--- src/rtl/ic_pkg.sv ---
package ic_pkg;
  localparam int DATA_W = 32;
  localparam int ADDR_W = 8;

  localparam logic [ADDR_W-1:0] OFS_VEC  = 8'h00;
  localparam logic [ADDR_W-1:0] OFS_PROT = 8'h08;
  localparam logic [ADDR_W-1:0] OFS_TRIG = 8'h0C;
  localparam logic [ADDR_W-1:0] OFS_PEND = 8'h10;
  localparam logic [ADDR_W-1:0] OFS_FAST = 8'h20;
  localparam logic [ADDR_W-1:0] OFS_ENA  = 8'h40;
  localparam logic [ADDR_W-1:0] OFS_MSK  = 8'h50;

  typedef enum logic [1:0] {
    TRIG_HIGH = 2'b00,
    TRIG_LOW  = 2'b01,
    TRIG_RISE = 2'b10,
    TRIG_FALL = 2'b11
  } trig_e;

  function automatic logic [ADDR_W-1:0] bank_ofs(input logic [ADDR_W-1:0] base, input int k);
    return base + ADDR_W'(4 * k);
  endfunction
endpackage

--- src/rtl/ic_bank.sv ---
module ic_bank #(
  parameter int W = 32
) (
  input  logic         clk_i,
  input  logic         rst_ni,
  input  logic [W-1:0] src_i,
  input  logic         clr_we_i,
  input  logic         ena_we_i,
  input  logic         msk_we_i,
  input  logic [W-1:0] wdata_i,
  output logic [W-1:0] pend_o,
  output logic [W-1:0] ena_o,
  output logic [W-1:0] msk_o
);
  logic [W-1:0] pend_q, pend_d;
  logic [W-1:0] ena_q, ena_d;
  logic [W-1:0] msk_q, msk_d;
  logic [W-1:0] clr_bits;

  always_comb begin
    clr_bits = clr_we_i ? wdata_i : '0;
    pend_d   = (pend_q & ~clr_bits) | src_i;
    ena_d    = ena_q;
    msk_d    = msk_q;
    if (ena_we_i) ena_d = wdata_i;
    if (msk_we_i) msk_d = wdata_i;
  end

  always_ff @(posedge clk_i or negedge rst_ni) begin
    if (!rst_ni) begin
      pend_q <= '0;
      ena_q  <= '0;
      msk_q  <= '0;
    end else begin
      pend_q <= pend_d;
      ena_q  <= ena_d;
      msk_q  <= msk_d;
    end
  end

  assign pend_o = pend_q;
  assign ena_o  = ena_q;
  assign msk_o  = msk_q;
endmodule

--- src/rtl/ic_lowest_first.sv ---
module ic_lowest_first #(
  parameter int N  = 96,
  localparam int IW = $clog2(N)
) (
  input  logic [N-1:0]  req_i,
  output logic          hit_o,
  output logic [IW-1:0] idx_o
);
  always_comb begin
    hit_o = 1'b0;
    idx_o = '0;
    for (int i = N - 1; i >= 0; i--) begin
      if (req_i[i]) begin
        hit_o = 1'b1;
        idx_o = IW'(i);
      end
    end
  end
endmodule

--- src/rtl/ic_ext_trig.sv ---
module ic_ext_trig
  import ic_pkg::*;
(
  input  logic  clk_i,
  input  logic  rst_ni,
  input  logic  line_i,
  input  trig_e mode_i,
  input  logic  clr_i,
  output logic  flag_o
);
  logic line_q;
  logic flag_q, flag_d;
  logic hit;

  always_comb begin
    unique case (mode_i)
      TRIG_HIGH: hit = line_i;
      TRIG_LOW:  hit = !line_i;
      TRIG_RISE: hit = line_i && !line_q;
      default:   hit = !line_i && line_q;
    endcase
    flag_d = (flag_q && !clr_i) || hit;
  end

  always_ff @(posedge clk_i or negedge rst_ni) begin
    if (!rst_ni) begin
      line_q <= 1'b0;
      flag_q <= 1'b0;
    end else begin
      line_q <= line_i;
      flag_q <= flag_d;
    end
  end

  assign flag_o = flag_q;
endmodule

--- src/rtl/ic_vec_ctrl.sv ---
module ic_vec_ctrl
  import ic_pkg::*;
#(
  parameter int NUM_BANKS = 3,
  localparam int BANK_W  = DATA_W,
  localparam int NUM_SRC = NUM_BANKS * BANK_W,
  localparam int IDX_W   = $clog2(NUM_SRC)
) (
  input  logic               clk_i,
  input  logic               rst_ni,
  input  logic               psel_i,
  input  logic               penable_i,
  input  logic               pwrite_i,
  input  logic [ADDR_W-1:0]  paddr_i,
  input  logic [DATA_W-1:0]  pwdata_i,
  input  logic               priv_i,
  output logic [DATA_W-1:0]  prdata_o,
  input  logic [NUM_SRC-1:0] src_i,
  output logic               irq_o,
  output logic               fiq_o
);
  logic [1:0] rst_pipe;
  logic       rst_q;

  always_ff @(posedge clk_i or negedge rst_ni) begin
    if (!rst_ni) rst_pipe <= 2'b00;
    else         rst_pipe <= {rst_pipe[0], 1'b1};
  end
  assign rst_q = rst_pipe[1];

  logic prot_q, prot_d;
  trig_e trig_q, trig_d;
  logic allow, wr_stb;

  assign allow  = !prot_q || priv_i;
  assign wr_stb = psel_i && penable_i && pwrite_i && allow;

  logic [NUM_BANKS-1:0] clr_we, ena_we, msk_we;
  logic [NUM_SRC-1:0]   pend_all, ena_all, msk_all, act;
  logic                 fast_flag, fast_clr;

  for (genvar k = 0; k < NUM_BANKS; k++) begin : g_bank
    assign clr_we[k] = wr_stb && (paddr_i == bank_ofs(OFS_PEND, k));
    assign ena_we[k] = wr_stb && (paddr_i == bank_ofs(OFS_ENA, k));
    assign msk_we[k] = wr_stb && (paddr_i == bank_ofs(OFS_MSK, k));

    ic_bank #(.W(BANK_W)) u_bank (
      .clk_i    (clk_i),
      .rst_ni   (rst_q),
      .src_i    (src_i[k*BANK_W +: BANK_W]),
      .clr_we_i (clr_we[k]),
      .ena_we_i (ena_we[k]),
      .msk_we_i (msk_we[k]),
      .wdata_i  (pwdata_i),
      .pend_o   (pend_all[k*BANK_W +: BANK_W]),
      .ena_o    (ena_all[k*BANK_W +: BANK_W]),
      .msk_o    (msk_all[k*BANK_W +: BANK_W])
    );
  end

  always_comb begin
    prot_d = prot_q;
    trig_d = trig_q;
    if (wr_stb && paddr_i == OFS_PROT) prot_d = pwdata_i[0];
    if (wr_stb && paddr_i == OFS_TRIG) trig_d = trig_e'(pwdata_i[1:0]);
  end

  always_ff @(posedge clk_i or negedge rst_q) begin
    if (!rst_q) begin
      prot_q <= 1'b0;
      trig_q <= TRIG_HIGH;
    end else begin
      prot_q <= prot_d;
      trig_q <= trig_d;
    end
  end

  assign fast_clr = wr_stb && (paddr_i == OFS_FAST) && pwdata_i[0];

  ic_ext_trig u_ext (
    .clk_i  (clk_i),
    .rst_ni (rst_q),
    .line_i (src_i[0]),
    .mode_i (trig_q),
    .clr_i  (fast_clr),
    .flag_o (fast_flag)
  );

  // Source 0 is reserved for the fast path and is dropped from the normal request.
  assign act = {pend_all[NUM_SRC-1:1] & ena_all[NUM_SRC-1:1] & ~msk_all[NUM_SRC-1:1], 1'b0};

  logic             vec_hit;
  logic [IDX_W-1:0] vec_idx;

  ic_lowest_first #(.N(NUM_SRC)) u_pick (
    .req_i (act),
    .hit_o (vec_hit),
    .idx_o (vec_idx)
  );

  assign irq_o = |act;
  assign fiq_o = fast_flag && ena_all[0] && !msk_all[0];

  logic [DATA_W-1:0] rd_word;

  always_comb begin
    rd_word = '0;
    if (paddr_i == OFS_VEC && vec_hit) rd_word = DATA_W'({vec_idx, 2'b00});
    if (paddr_i == OFS_PROT)           rd_word = DATA_W'(prot_q);
    if (paddr_i == OFS_TRIG)           rd_word = DATA_W'(trig_q);
    if (paddr_i == OFS_FAST)           rd_word = DATA_W'(fast_flag);
    for (int k = 0; k < NUM_BANKS; k++) begin
      if (paddr_i == bank_ofs(OFS_PEND, k)) rd_word = pend_all[k*BANK_W +: BANK_W];
      if (paddr_i == bank_ofs(OFS_ENA, k))  rd_word = ena_all[k*BANK_W +: BANK_W];
      if (paddr_i == bank_ofs(OFS_MSK, k))  rd_word = msk_all[k*BANK_W +: BANK_W];
    end
  end

  assign prdata_o = (psel_i && allow) ? rd_word : '0;
endmodule

--- config.mk ---
export PLATFORM = sky130hd
export DESIGN_NAME = ic_vec_ctrl
export DESIGN_NICKNAME = d
export VERILOG_FILES = /design/src/rtl/ic_pkg.sv /design/src/rtl/ic_bank.sv /design/src/rtl/ic_lowest_first.sv /design/src/rtl/ic_ext_trig.sv /design/src/rtl/ic_vec_ctrl.sv
export SDC_FILE = /design/constraint.sdc
export NUM_CORES = 1
export LEC_CHECK = 0
export BUFFER_PORTS_ARGS = -buffer_cell sky130_fd_sc_hd__buf_2
export CORE_MARGIN = 1
export CORE_UTILIZATION = 23
export CTS_BUF_LIST = sky130_fd_sc_hd__clkbuf_16
export DETAILED_ROUTE_END_ITERATION = 10
export GPL_TIMING_DRIVEN = 0
export PLACE_DENSITY_LB_ADDON = 0.3
export SYNTH_ARGS = -nofsm -noshare
export SYNTH_HDL_FRONTEND = slang
export SYNTH_SLANG_ARGS = --single-unit
--- constraint.sdc ---
create_clock -name clk_i -period 12 [get_ports clk_i]
set_input_delay 0.6 -clock clk_i [delete_from_list [all_inputs] [get_ports clk_i]]
set_output_delay 0.6 -clock clk_i [all_outputs]
set_load 0.01 [all_outputs]
# After elaboration in Yosys (flattened, before gate mapping)
# Index checks and enable logic that the tools add are counted.
[totals] register_bits=295 latchBits=0 mem_bits_rw=0 mem_bits_ro=0 word_cells=281 memories=0
[classes] n_addsub=0 n_mul=0 n_div=0 magnitude_cmp=0 eq_ne=14 shifts=0 mux=208 bitwise_logic=12 n_reduce_logical=33
[op_table] cell="$mux 7" n=95
[op_table] cell="$mux 32" n=14
[op_table] cell="$and 95x95->95" n=2
[op_table] cell="$and 32x32->32" n=3
[op_table] cell="$not 32->32" n=3
[op_table] cell="$or 32x32->32" n=3
[op_table] cell="$mux 1" n=95
[op_table] cell="$not 95->95" n=1
[op_table] cell="$reduce_or 95->1" n=1
[op_table] cell="$eq 8x7->1 const B" n=6
[op_table] cell="$mux 9" n=3
[op_table] cell="$eq 8x5->1 const B" n=3
[op_table] cell="$logic_and 1x1->1" n=23
[op_table] cell="$eq 8x4->1 const B" n=2
[op_table] cell="$eq 8x6->1 const B" n=1
[op_table] cell="$logic_not 8->1" n=1
[op_table] cell="$logic_not 1->1" n=5
[op_table] cell="$pmux 1 s3" n=1
[op_table] cell="$eq 2x1->1 const B" n=1
[op_table] cell="$eq 2x2->1 const B" n=1
[op_table] cell="$logic_not 2->1" n=1
[op_table] cell="$logic_or 1x1->1" n=2

# Depth between registers and ports, before layout
# Gate-level depths: netlist of the first run.
[logic_depth] word_depth=112 mapped_depth=10

# Hierarchy
# Synthesis of the first run repeated with hierarchy kept, for this count alone.
[hier_totals] hier_cells=1657 area_unflattened_um2=17087.6
[modules_own_cells] module="ic_bank" instances=3 cells_each=235 area_per_inst_um2=3866.2 seq_area_each_um2=2402.3
[modules_own_cells] module="ic_vec_ctrl" instances=1 cells_each=720 area_per_inst_um2=4164.0 seq_area_each_um2=125.1
[modules_own_cells] module="ic_lowest_first" instances=1 cells_each=225 area_per_inst_um2=1241.2 seq_area_each_um2=0.0
[modules_own_cells] module="ic_ext_trig" instances=1 cells_each=7 area_per_inst_um2=83.8 seq_area_each_um2=50.0

# Worst setup path after synthesis of the first run
# No wires, ideal clock.
[synth_path] path_type="input to output" startpoint="input paddr_i[6]" endpoint="output prdata_o[28]" arrival_time_ps=2435 required_ps=11400 path_slack_ps=8965 stages=10 path_cell_list="clkbuf_1 -> nor3_1 -> nand2_1 -> nor2_1 -> clkbuf_1 -> clkbuf_1 -> a22oi_1 -> a31oi_1 -> a21oi_1 -> a21oi_1"
[synth_between] elab_chain_len=11 word_cells_on_any_way=19
[synth_lines] element="from (decl)" line_no="ic_vec_ctrl.sv:14" source="input logic [ADDR_W-1:0] paddr_i,"
[synth_lines] element="$eq 8x5->1" line_no="ic_vec_ctrl.sv:113" source="if (paddr_i == bank_ofs(OFS_PEND, k)) rd_word = pend_all[k*BANK_W +: BANK_W];"
[synth_lines] element="$mux 32" line_no="ic_vec_ctrl.sv:113"
[synth_lines] element="$mux 32" line_no="ic_vec_ctrl.sv:114" source="if (paddr_i == bank_ofs(OFS_ENA, k)) rd_word = ena_all[k*BANK_W +: BANK_W];"
[synth_lines] element="$mux 32" line_no="ic_vec_ctrl.sv:115" source="if (paddr_i == bank_ofs(OFS_MSK, k)) rd_word = msk_all[k*BANK_W +: BANK_W];"
[synth_lines] element="$mux 32" line_no="ic_vec_ctrl.sv:113"
[synth_lines] element="$mux 32" line_no="ic_vec_ctrl.sv:114"
[synth_lines] element="$mux 32" line_no="ic_vec_ctrl.sv:115"
[synth_lines] element="$mux 32" line_no="ic_vec_ctrl.sv:113"
[synth_lines] element="$mux 32" line_no="ic_vec_ctrl.sv:114"
[synth_lines] element="$mux 32 (*)" line_no="ic_vec_ctrl.sv:115"
[synth_lines] element="$mux 32 (*)" line_no="ic_vec_ctrl.sv:119" source="assign prdata_o = (psel_i && allow) ? rd_word : '0;"
[synth_lines] element="to (decl)" line_no="ic_vec_ctrl.sv:17" source="output logic [DATA_W-1:0] prdata_o,"
# Mark *: on every way between the ends. The rest lies on a longest branch, timed or not.

# Final worst setup path of the first run
[layout_path] startpoint="input paddr_i[6]" endpoint="output prdata_o[31]"
# Same word-level chain as after synthesis.

==> results of run 1 <==
==> cells by family after synthesis <==
| family | synth area share (%) |
|---|---|
| muxes | 14.7 |
| AOI/OAI and AO/OA | 17.5 |
| and+or+nand+nor | 16.1 |
| buffers and inverters | 2.42 |
| DFF | 49.3 |
| other | 0.0250 |
==> stage by stage <==
stage          instances  setup slack (ns)  setup TNS (ns)
4_1_cts             2460              7.04               0
6_report            2461              6.91               0
3_5_place_dp        2395              7.05               0
5_1_grt             2461              6.82               0
2_1_floorplan       1362              3.17               0
3_3_place_gp        2389            -0.356          -89.25
==> cells in the mapped netlist (9+ instances only) <==
| cell type | number |
|---|---|
| and3b_1 | 24 |
| a22oi_1 | 83 |
| inv_1 | 9 |
| dfrtp_1 | 295 |
| a211oi_1 | 10 |
| nand3_1 | 22 |
| nand3b_1 | 80 |
| nand4_1 | 32 |
| a21o_1 | 97 |
| a31oi_1 | 17 |
| a222oi_1 | 15 |
| mux2_2 | 189 |
| clkbuf_1 | 46 |
| nor4_1 | 11 |
| nand2_1 | 149 |
| nor2_1 | 51 |
| a21oi_1 | 52 |
| o21ai_0 | 42 |
==> path summary, 6_finish.rpt <==
check	to	slack, ns	cells past startpoint
worst max register to register	g_bank[2].u_bank.ena_o[7]	8.13	8
worst min register to register	g_bank[0].u_bank.pend_o[15]	0.12	0
min in group clk_i	u_ext.line_q	0.20	1
worst min-delay path	g_bank[0].u_bank.pend_o[15]	0.12	0
max in group asynchronous	g_bank[1].u_bank.pend_o[7]	10.34	4
worst max-delay path	prdata_o[31]	6.91	11
==> state kept, by name, indices dropped and copies added, names as in the netlist <==
name and cells:
g_bank.u_bank.ena_o 96, g_bank.u_bank.msk_o 96, trig_q 2, g_bank.u_bank.pend_o 96
prot_q 1, u_ext.flag_o 1, u_ext.line_q 1, rst_pipe 2
==> power groups by stage <==
stage          Combinational [uW]  Sequential, uW  Clock [uW]
2_1_floorplan                68.9            1040           0
3_3_place_gp                  145            1050           0
5_1_grt                       187            1010        1130
3_5_place_dp                  172            1030           0
6_report                      174            1010        1070
4_1_cts                       173            1010        1100
==> worst reg2reg max path: cells and delay by family (launching register included) <==
kind / cells / cell delay (ns)
flops: 1 / 0.41
simple gates: 2 / 0.95
compound gates: 1 / 0.36
buf+inv: 4 / 1.59
mux: 1 / 0.45
==> cell type report <==
| cell class | instances | area [um^2] | area share [%] |
|---|---|---|---|
| Tap cell | 855 | 1070 | 5.88 |
| Clock inverter | 28 | 225 | 1.24 |
| Clock buffer | 36 | 901 | 4.95 |
| Sequential cell | 295 | 7390 | 40.6 |
| Inverter | 9 | 33.8 | 0.186 |
| Buffer | 64 | 329 | 1.81 |
| Multi-Input combinational cell | 994 | 7240 | 39.8 |
| Timing Repair Buffer | 180 | 1020 | 5.63 |
==> per-layer routing <==
metal | up-vias | track usage (%) | share of wire (%)
li1 | 5603 | - | -
met2 | 539 | 30.5 | 46
met4 | 0 | 6.68 | 3.3
met1 | 6602 | 25.7 | 43
met5 | - | 0 | 0
met3 | 108 | 3.85 | 7.3
==> timing repair <==
item | in CTS | in global routing
gates resized for setup | 0 | 0
hold buffers | 1 | 0
endpoints found under the hold margin | 2 | 0
endpoints found under the setup margin | 0 | 0
==> flow_summary.json, run 1 <==
{
  "timing.critical_path.to_type": "output port",
  "synth_seq_cells": 295,
  "clock_path_buffers": 3,
  "boundaryPins": 176,
  "synth_top_area_cell": "dfrtp_1",
  "drive_gt1_share_pct": 29.0,
  "power.switching_fraction_pct": 25.5,
  "synth_warnings": 0,
  "share_comb_of_total_power_pct": 7.7,
  "startpoint": "paddr_i[6]",
  "design.core.area_um2": 64300,
  "finalWorstPathRequiredPeriod_ns": 5.09,
  "avgSynthCellArea_um2": 11.0,
  "critical_path_required_ns": 11.40,
  "power.ir.vdd_worst_uv": 76.0,
  "routedWlPerCell_um": 25.8,
  "clk_transition_reported_paths_ns": 0.06,
  "cellPowerDensity_nw_per_um2": 124,
  "insertion_delay_ns": 0.57,
  "routed_wl_um": 63600,
  "final.fill_count": 6739,
  "leak_uw": 0.00781,
  "grt_pass1_wl_um": 91700,
  "drv_cap": 1,
  "hold_class": "flip-flop to async pin",
  "fin_nets": 1722,
  "failed_checks": "max-capacitance violations, max-slew violations",
  "portBuffers": 172,
  "total_switching_power_uw": 576,
  "drv_slew": 5,
  "cts.htree.levels": 2,
  "synth.net_count": 1504,
  "timing.final.setup_violations": 0,
  "layout.cells.most_common": "dfrtp_1",
  "ys_types": 75,
  "cts_root_buffer": "clkbuf_16",
  "post-route-drc-count": 0,
  "status": "finished with violations",
  "internal-power_uw": 1680,
  "fin_total_pwr_uw": 2260,
  "post-synth-top-area-fraction_pct": 49.3,
  "vias_in_the_first_global_route": 12934,
  "worst-slew-pin-transition_ns": 1.59,
  "stdcell_area_um2": 18200,
  "num_vias": 12852,
  "overflow_left_after_global_routing": 0,
  "ys_dominant_reg_cell": "dfrtp_1",
  "placed_cell_area_um2": 17100,
  "floorplan.rows": 93,
  "gp_congestion": 0.955,
  "synth_top_cells_by_area": "dfrtp_1 49%, mux2_2 14%, a21o_1 4.9%",
  "die_area_um2": 66100,
  "cp_slowest_stage_delay_ns": 0.84,
  "critical_path.reg2reg.startpoint": "prot_q",
  "postRouteAntennaNets": 0,
  "post-cts-setup-buffers": 0,
  "worst_slew_margin_pct": -7.83,
  "worst_clock_skew_ns": 0.0210,
  "grt_antenna_before_repair": 0,
  "timing.critical_path.fanout_max": 10,
  "rsz0062_at_grt": "false",
  "horizontal_die_dimension_um": 257,
  "final_cell_mix": "294 x dfrtp_1, 189 x mux2_2, 179 x buf_2",
  "async_flop_share_pct": 100,
  "timing.hold.ws_ns": 0.119,
  "critPathTopFamily": "buffers and inverters",
  "tritoncts": "built",
  "cp_cell_sequence": "clkbuf_1, nor3_1, nand2_1, nor2_1, clkbuf_1, clkbuf_1, a22oi_1, nand4_1, o21ai_0, a21oi_1, buf_2",
  "clock_power_share_pct": 47.4,
  "fp.dieH_um": 257,
  "antennaDiodeCount": 0,
  "fin_crit_sh_pct": 42.4,
  "synth_edf_count": 0,
  "crit_type": "input pin to output port",
  "cp_num_buf_inv": 4,
  "numCtsBuffers": 36,
  "start_util_pct": 23.3,
  "groute.usage.overall_pct": 19.1,
  "areaGrowthSynthToFinish_pct": 21.6,
  "fmax_mhz": 197,
  "synth.cell_area_um2": 15000,
  "number_of_instances_in_the_synthesized_netlist": 1362,
  "critPathMostFrequentCell": "clkbuf_1",
  "hpwl_um": 47300,
  "detailedRoute.firstPassIterationCount": 6,
  "first_iter_violations": 1385,
  "finalHoldViolCount": 0,
  "sequentialPowerShare_pct": 44.9,
  "slowest_stage": "clkbuf_1",
  "sequential_to_total_area_share_from_yosys_stat_pct": 49.3,
  "clkSinkCount": 295,
  "drt-vias-per-instance": 5.22,
  "cp_data_arrival_time_ns": 4.49,
  "kind_of_start_point_of_the_critical_path": "input pin",
  "grt_start_max_net_pins": 68,
  "final_core_util_pct": 28.3
}
Power figures use the tool's default switching activity.
==> run 2, diff against run 1 <==
==> constraint.sdc (replaced) <==
create_clock -name clk_i -period 4.12 [get_ports clk_i]
set_input_delay 0.206 -clock clk_i [delete_from_list [all_inputs] [get_ports clk_i]]
set_output_delay 0.206 -clock clk_i [all_outputs]
set_load 0.01 [all_outputs]
==> run 2 against run 1 <==
Compared with the run above:
- the flow now finishes without violations
- power rose to 3.0 times the previous value
- utilization grew 2.9 points
- clock skew rose by 0.0048 ns
==> flow_summary.json, run 2 (synthesis results as in run 1) <==
{
  "groute.usage.overall_pct": 19.3,
  "gp_congestion": 0.962,
  "clk_transition_reported_paths_ns": 0.06,
  "reg2reg_to": "g_bank[1].u_bank.pend_o[22]",
  "final_cell_mix": "294 x dfrtp_1, 189 x mux2_2, 179 x buf_2",
  "finalHoldViolCount": 0,
  "worstHoldPathCells": 3,
  "routedWlPerCell_um": 24.6,
  "design.core.area_um2": 64300,
  "hold_class": "input pin to flip-flop",
  "drv_slew": 0,
  "worst_clock_skew_ns": 0.0258,
  "worst-slew-pin-transition_ns": 1.41,
  "power.ir.vdd_worst_uv": 245,
  "timing.critical_path.fanout_max": 10,
  "boundaryPins": 176,
  "critPathMostFrequentCell": "clkbuf_1",
  "clock_path_buffers": 3,
  "cts.htree.levels": 2,
  "fmax_mhz": 246,
  "fin_crit_sh_pct": 98.8,
  "slowest_stage": "clkbuf_1",
  "fin_setup_tns_ns": 0,
  "hpwl_um": 47100,
  "hold_path_end": "g_bank[0].u_bank.pend_o[30]",
  "layout.cells.most_common": "dfrtp_1",
  "post-route-drc-count": 0,
  "drive_gt1_share_pct": 26.4,
  "worst_case_reg_to_reg_path_depth": 11,
  "postRouteAntennaNets": 0,
  "final.fill_count": 6656,
  "crit_type": "input pin to output port",
  "hp-start": "pwdata_i[30]",
  "cellPowerDensity_nw_per_um2": 336,
  "grt_antenna_before_repair": 3,
  "clkSinkCount": 295,
  "tritoncts": "built",
  "insertion_delay_ns": 0.57,
  "start_util_pct": 23.3,
  "cp_slowest_stage_delay_ns": 0.72,
  "num_vias": 13555,
  "fin_nets": 1898,
  "detailedPlace.worstSlack_ns": -0.380,
  "grt_start_max_net_pins": 70,
  "critPathTopFamily": "buffers and inverters",
  "leak_uw": 0.00839,
  "grt_pass1_wl_um": 93100,
  "overflow_left_after_global_routing": 0,
  "fp.dieH_um": 257,
  "first_iter_violations": 1527,
  "antennaDiodeCount": 0,
  "floorplan.rows": 93,
  "portBuffers": 172,
  "cts_root_buffer": "clkbuf_16",
  "detailedRoute.firstPassIterationCount": 6,
  "finalWorstPathRequiredPeriod_ns": 4.07,
  "final.setup.worst_slack_ns": 0.0514,
  "areaGrowthSynthToFinish_pct": 33.9,
  "worst_slew_margin_pct": 4.43,
  "timing.final.setup_violations": 0,
  "timing.critical_path.to_type": "output port",
  "numCtsBuffers": 37,
  "horizontal_die_dimension_um": 257,
  "routed_wl_um": 64800,
  "critical_path_required_ns": 3.91,
  "status": "complete, no violations",
  "rsz0062_at_grt": "false",
  "cp_data_arrival_time_ns": 3.86,
  "drv_cap": 0,
  "rrSetupSlack_ns": 0.19,
  "drt-vias-per-instance": 5.14,
  "fin_total_pwr_uw": 6740,
  "critical_path.reg2reg.startpoint": "prot_q",
  "cp_num_buf_inv": 4,
  "cp_cell_sequence": "clkbuf_1, nor3_1, nand2_1, nor2_1, clkbuf_1, clkbuf_2, a22oi_1, nand4_1, o21ai_0, a21oi_1, buf_2",
  "die_area_um2": 66100,
  "vias_in_the_first_global_route": 13667,
  "kind_of_start_point_of_the_critical_path": "input pin"
}
-- run 2: power by group --
part | internal, uW | switching (uW)
clock network | 1870 | 1330
logic | 246 | 338
registers | 2930 | 23.9
total | 5040 | 1690
-- run 2: per-stage QoR --
step                hold WS, ns  utilization [%]  cells  instance area, um^2
detailed placement     -0.00603             26.5   2395                17100
CTS                   0.0000502             31.1   2637                20000
global placement       -0.00882             26.3   2389                16900
finish                   0.0244             31.2   2637                20000
floorplan               -0.0896                -   1362                15000
global route             0.0203             31.2   2637                20000
-- run 2: worst register-to-register path: cells and delay by family (launching register included) --
kind	cells	cell delay [ns]
AO/OA/AOI/OAI	2	0.67
AND/OR/NAND/NOR	3	0.67
flip-flops	1	0.37
buffers and inverters	6	2.18
-- run 2: what timing repair did --
item / CTS / global route
resized for setup: 3 / 11
endpoints found under the hold margin: 145 / 0
setup buffers: 0 / 0
pin swaps: 0 / 0
cloned: 0 / 0
hold buffers: 177 / 0
endpoints found under the setup margin: 3 / 39
-- run 2: worst max-delay path by stage --
stage	start	depth (start not counted)	endpoint
after global routing	paddr_i[6]	11	prdata_o[11]
after CTS	prot_q	8	g_bank[2].u_bank.ena_o[12]
final	paddr_i[6]	11	prdata_o[14]
after global placement	paddr_i[6]	6	g_bank[2].u_bank.ena_o[7]
after floorplan	rst_pipe[1]	0	g_bank[0].u_bank.ena_o[0]
after detailed placement	paddr_i[6]	6	g_bank[2].u_bank.ena_o[7]
-- run 2: area by class of cell --
| class | instances | area, um^2 | share of cell area (%) |
|---|---|---|---|
| inverters | 9 | 33.8 | 0.169 |
| repair buffers | 355 | 2770 | 13.8 |
| plain buffers | 64 | 353 | 1.76 |
| clock inverters | 27 | 234 | 1.17 |
| clock buffers | 38 | 951 | 4.74 |
| flip-flops and latches | 295 | 7390 | 36.8 |
| multi-input cells | 994 | 7250 | 36.1 |
| well taps | 855 | 1070 | 5.34 |
-- run 2: metal layers --
metal / vias to the layer above / track usage [%] / routed length [um]
li1: 5939 / - / -
met1: 6883 / 25.1 / 27400
met2: 613 / 31.3 / 30100
met3: 118 / 4.14 / 4850
met4: 2 / 7.42 / 2400
met5: - / 0 / 8
==> run 3, diff against run 2 <==
--- a/config.mk
+++ b/config.mk
@@ -5,6 +5,7 @@
 export SDC_FILE = /design/constraint.sdc
 export NUM_CORES = 1
 export LEC_CHECK = 0
+export ABC_AREA = 1
 export BUFFER_PORTS_ARGS = -buffer_cell sky130_fd_sc_hd__buf_2
 export CORE_MARGIN = 1
 export CORE_UTILIZATION = 23
==> run 3 against run 2 <==
Compared with the run above:
- the flow now finishes with violations (negative setup slack)
- sequential share of layout area is 0.57 points higher
- sequential power hardly changed
- clock power hardly changed
- setup slack worse by 3.5 ns
- utilization is 0.69 points lower
- wire length is 2.3% higher
- synthesized cell count is 42% higher
- critical path depth is 92 higher
- critical path type is now flip-flop to output port
==> flow_summary.json, run 3 <==
{
  "stdcell_area_um2": 19700,
  "critical_path_required_ns": 3.91,
  "rsz0062_at_grt": "true",
  "synth.cell_area_um2": 15200,
  "critPathMostFrequentCell": "nand2_1",
  "synth_seq_cells": 295,
  "async_flop_share_pct": 100,
  "clkSinkCount": 295,
  "number_of_instances_in_the_synthesized_netlist": 1930,
  "cts_root_buffer": "clkbuf_16",
  "insertion_delay_ns": 0.57,
  "total_switching_power_uw": 1820,
  "start_util_pct": 23.4,
  "cellPowerDensity_nw_per_um2": 353,
  "placed_cell_area_um2": 17200,
  "numCtsBuffers": 36,
  "fin_nets": 2400,
  "hold_class": "input pin to flip-flop",
  "first_iter_violations": 1331,
  "grt_start_max_net_pins": 68,
  "timing.critical_path.fanout_max": 2,
  "clock_power_share_pct": 46.4,
  "sequential_to_total_area_share_from_yosys_stat_pct": 48.7,
  "synth.net_count": 2072,
  "internal-power_uw": 5140,
  "power.ir.vdd_worst_uv": 233,
  "final_cell_mix": "445 x nand2_1, 293 x dfrtp_1, 284 x inv_1",
  "drt-vias-per-instance": 4.82,
  "crit_type": "flip-flop to output port",
  "portBuffers": 175,
  "routedWlPerCell_um": 21.1,
  "timing.final.setup_violations": 7,
  "cp_slowest_stage_delay_ns": 0.38,
  "boundaryPins": 176,
  "fin_crit_sh_pct": 183,
  "fp.dieH_um": 259,
  "failed_checks": "negative setup slack",
  "worst-slew-pin-transition_ns": 1.05,
  "post-synth-top-area-fraction_pct": 48.7,
  "ys_dominant_reg_cell": "dfrtp_1",
  "overflow_left_after_global_routing": 0,
  "num_vias": 15116,
  "design.core.area_um2": 64800,
  "power.switching_fraction_pct": 26.2,
  "clock_path_buffers": 3,
  "ys_types": 48,
  "grt_antenna_before_repair": 4,
  "floorplan.rows": 93,
  "worst_clock_skew_ns": 0.0246,
  "synth.most_common_cell": "nand2_1",
  "fin_cells": 3138,
  "final.setup.worst_slack_ns": -3.43,
  "critPathTopFamily": "simple AND/OR/NAND/NOR gates",
  "clk_transition_reported_paths_ns": 0.05,
  "die_area_um2": 66900,
  "synth_edf_count": 0,
  "groute.usage.overall_pct": 19.6,
  "synth_top_cells_by_area": "dfrtp_1 49%, nand2_1 12%, o21ai_0 9.1%",
  "drive_gt1_share_pct": 15.7,
  "horizontal_die_dimension_um": 259,
  "hpwl_um": 48800,
  "fmax_mhz": 132,
  "leak_uw": 0.00938,
  "vias_in_the_first_global_route": 15027,
  "post_synth_most_frequent_cells": "467 x nand2_1, 295 x dfrtp_1, 282 x inv_1",
  "cp_num_buf_inv": 2,
  "cts.htree.levels": 2,
  "drv_cap": 0,
  "synth_top_area_cell": "dfrtp_1",
  "drv_slew": 0,
  "worst_slew_margin_pct": 30.1,
  "gp_congestion": 0.899,
  "post-place-cells": 2964,
  "finalWorstPathRequiredPeriod_ns": 7.55,
  "avgSynthCellArea_um2": 7.85,
  "postRouteAntennaNets": 0,
  "kind_of_start_point_of_the_critical_path": "flip-flop",
  "share_comb_of_total_power_pct": 11.0,
  "cp_data_arrival_time_ns": 7.35,
  "finalHoldViolCount": 0,
  "layout.cells.most_common": "nand2_1",
  "detailedRoute.firstPassIterationCount": 5,
  "slowest_stage": "dfrtp_1",
  "status": "finished with violations",
  "areaGrowthSynthToFinish_pct": 30.3,
  "timing.critical_path.to_type": "output port",
  "sequentialPowerShare_pct": 42.6,
  "tritoncts": "built",
  "post-route-drc-count": 0,
  "routed_wl_um": 66300,
  "synth_warnings": 0,
  "grt_pass1_wl_um": 96200
}
==> run 3: cell types whose count changed after synthesis, sizes merged, moves of 23 or more <==
| cell | delta |
|---|---|
| nand2 | +319 |
| o21ai | +241 |
| a21o | -97 |
| o221ai | +23 |
| mux2 | -195 |
| nand3 | +23 |
| nor3 | +43 |
| a22oi | -83 |
| inv | +286 |
| o21bai | +52 |
| nor2 | +85 |
| and3b | -24 |
| nand3b | -79 |
==> run 3: cell families (layout without fill, tap and decap cells) <==
| group | count (synthesis) | in the layout | share of synthesized area (%) |
|---|---|---|---|
| flops | 295 | 295 | 48.7 |
| simple gates | 720 | 720 | 20.2 |
| buf+inv | 383 | 735 | 10.4 |
| compound gates | 531 | 531 | 20.6 |
| other cells | 1 | 2 | 0.0247 |
==> run 3: final cells by class <==
type / count / area, um^2
Fill cell: 6974 / 45100
Sequential cell: 295 / 7390
Multi-Input combinational cell: 1252 / 6470
Timing Repair Buffer: 290 / 2060
Inverter: 309 / 1280
Tap cell: 855 / 1070
Clock buffer: 38 / 951
Buffer: 74 / 314
Clock inverter: 24 / 210
Antenna cell: 1 / 2.50
==> run 3: per-layer routing <==
layer	vias to the layer above	track usage [%]	routed length, um
met5	-	0	0
met3	126	2.57	4170
li1	6979	-	-
met1	7401	25.5	28400
met2	610	32.4	31200
met4	0	8.48	2530
==> run 3: final timing paths <==
| kind | from | to | slack (ns) | cells past startpoint |
|---|---|---|---|---|
| max | g_bank[2].u_bank.msk_o[30] | prdata_o[2] | -3.43 | 103 |
| min | pwdata_i[0] | u_ext.flag_o | 0.02 | 4 |
| max reg2reg | prot_q | g_bank[0].u_bank.msk_o[14] | 0.43 | 9 |
| min reg2reg | rst_pipe[0] | rst_pipe[1] | 0.35 | 0 |
| max in group asynchronous | rst_pipe[1] | g_bank[0].u_bank.msk_o[2] | 2.43 | 2 |
| min in group asynchronous | rst_pipe[1] | g_bank[0].u_bank.pend_o[14] | 0.45 | 0 |
==> run 3: repair_timing <==
action	in CTS	in global routing
gates resized for setup	69	21
endpoints found under the hold margin	99	0
setup buffers	12	1
pin swaps	21	12
hold buffers	98	0
setup endpoints to repair	26	154
==> run 3: worst min-delay path: stages <==
cell	delay [ns]
buf_2	0.10
inv_1	0.08
o31ai_1	0.08
nand3_1	0.06
==> run 3: power by group through the flow <==
stage / clock (uW) / combinational [uW] / sequential, uW
final: 3230 / 767 / 2960
after global routing: 3380 / 840 / 2970
after CTS: 3280 / 752 / 2960
after detailed placement: 0 / 618 / 3020
after global placement: 0 / 556 / 3060
after floorplan: 0 / 306 / 3040
==> run 3: stage by stage <==
step	hold WS, ns	util, %	total power (uW)	setup slack [ns]	setup TNS [ns]
after floorplan	-0.0896	-	3340	-0.955	-0.955
after global placement	-0.00751	26.4	3620	-3.11	-34.19
after detailed placement	-0.00381	26.6	3630	-3.06	-11.76
after CTS	0.0164	30.4	7000	-3.44	-6.26
after global routing	0.0459	30.5	7180	-4.25	-9.03
final	0.0236	30.5	6960	-3.43	-6.77
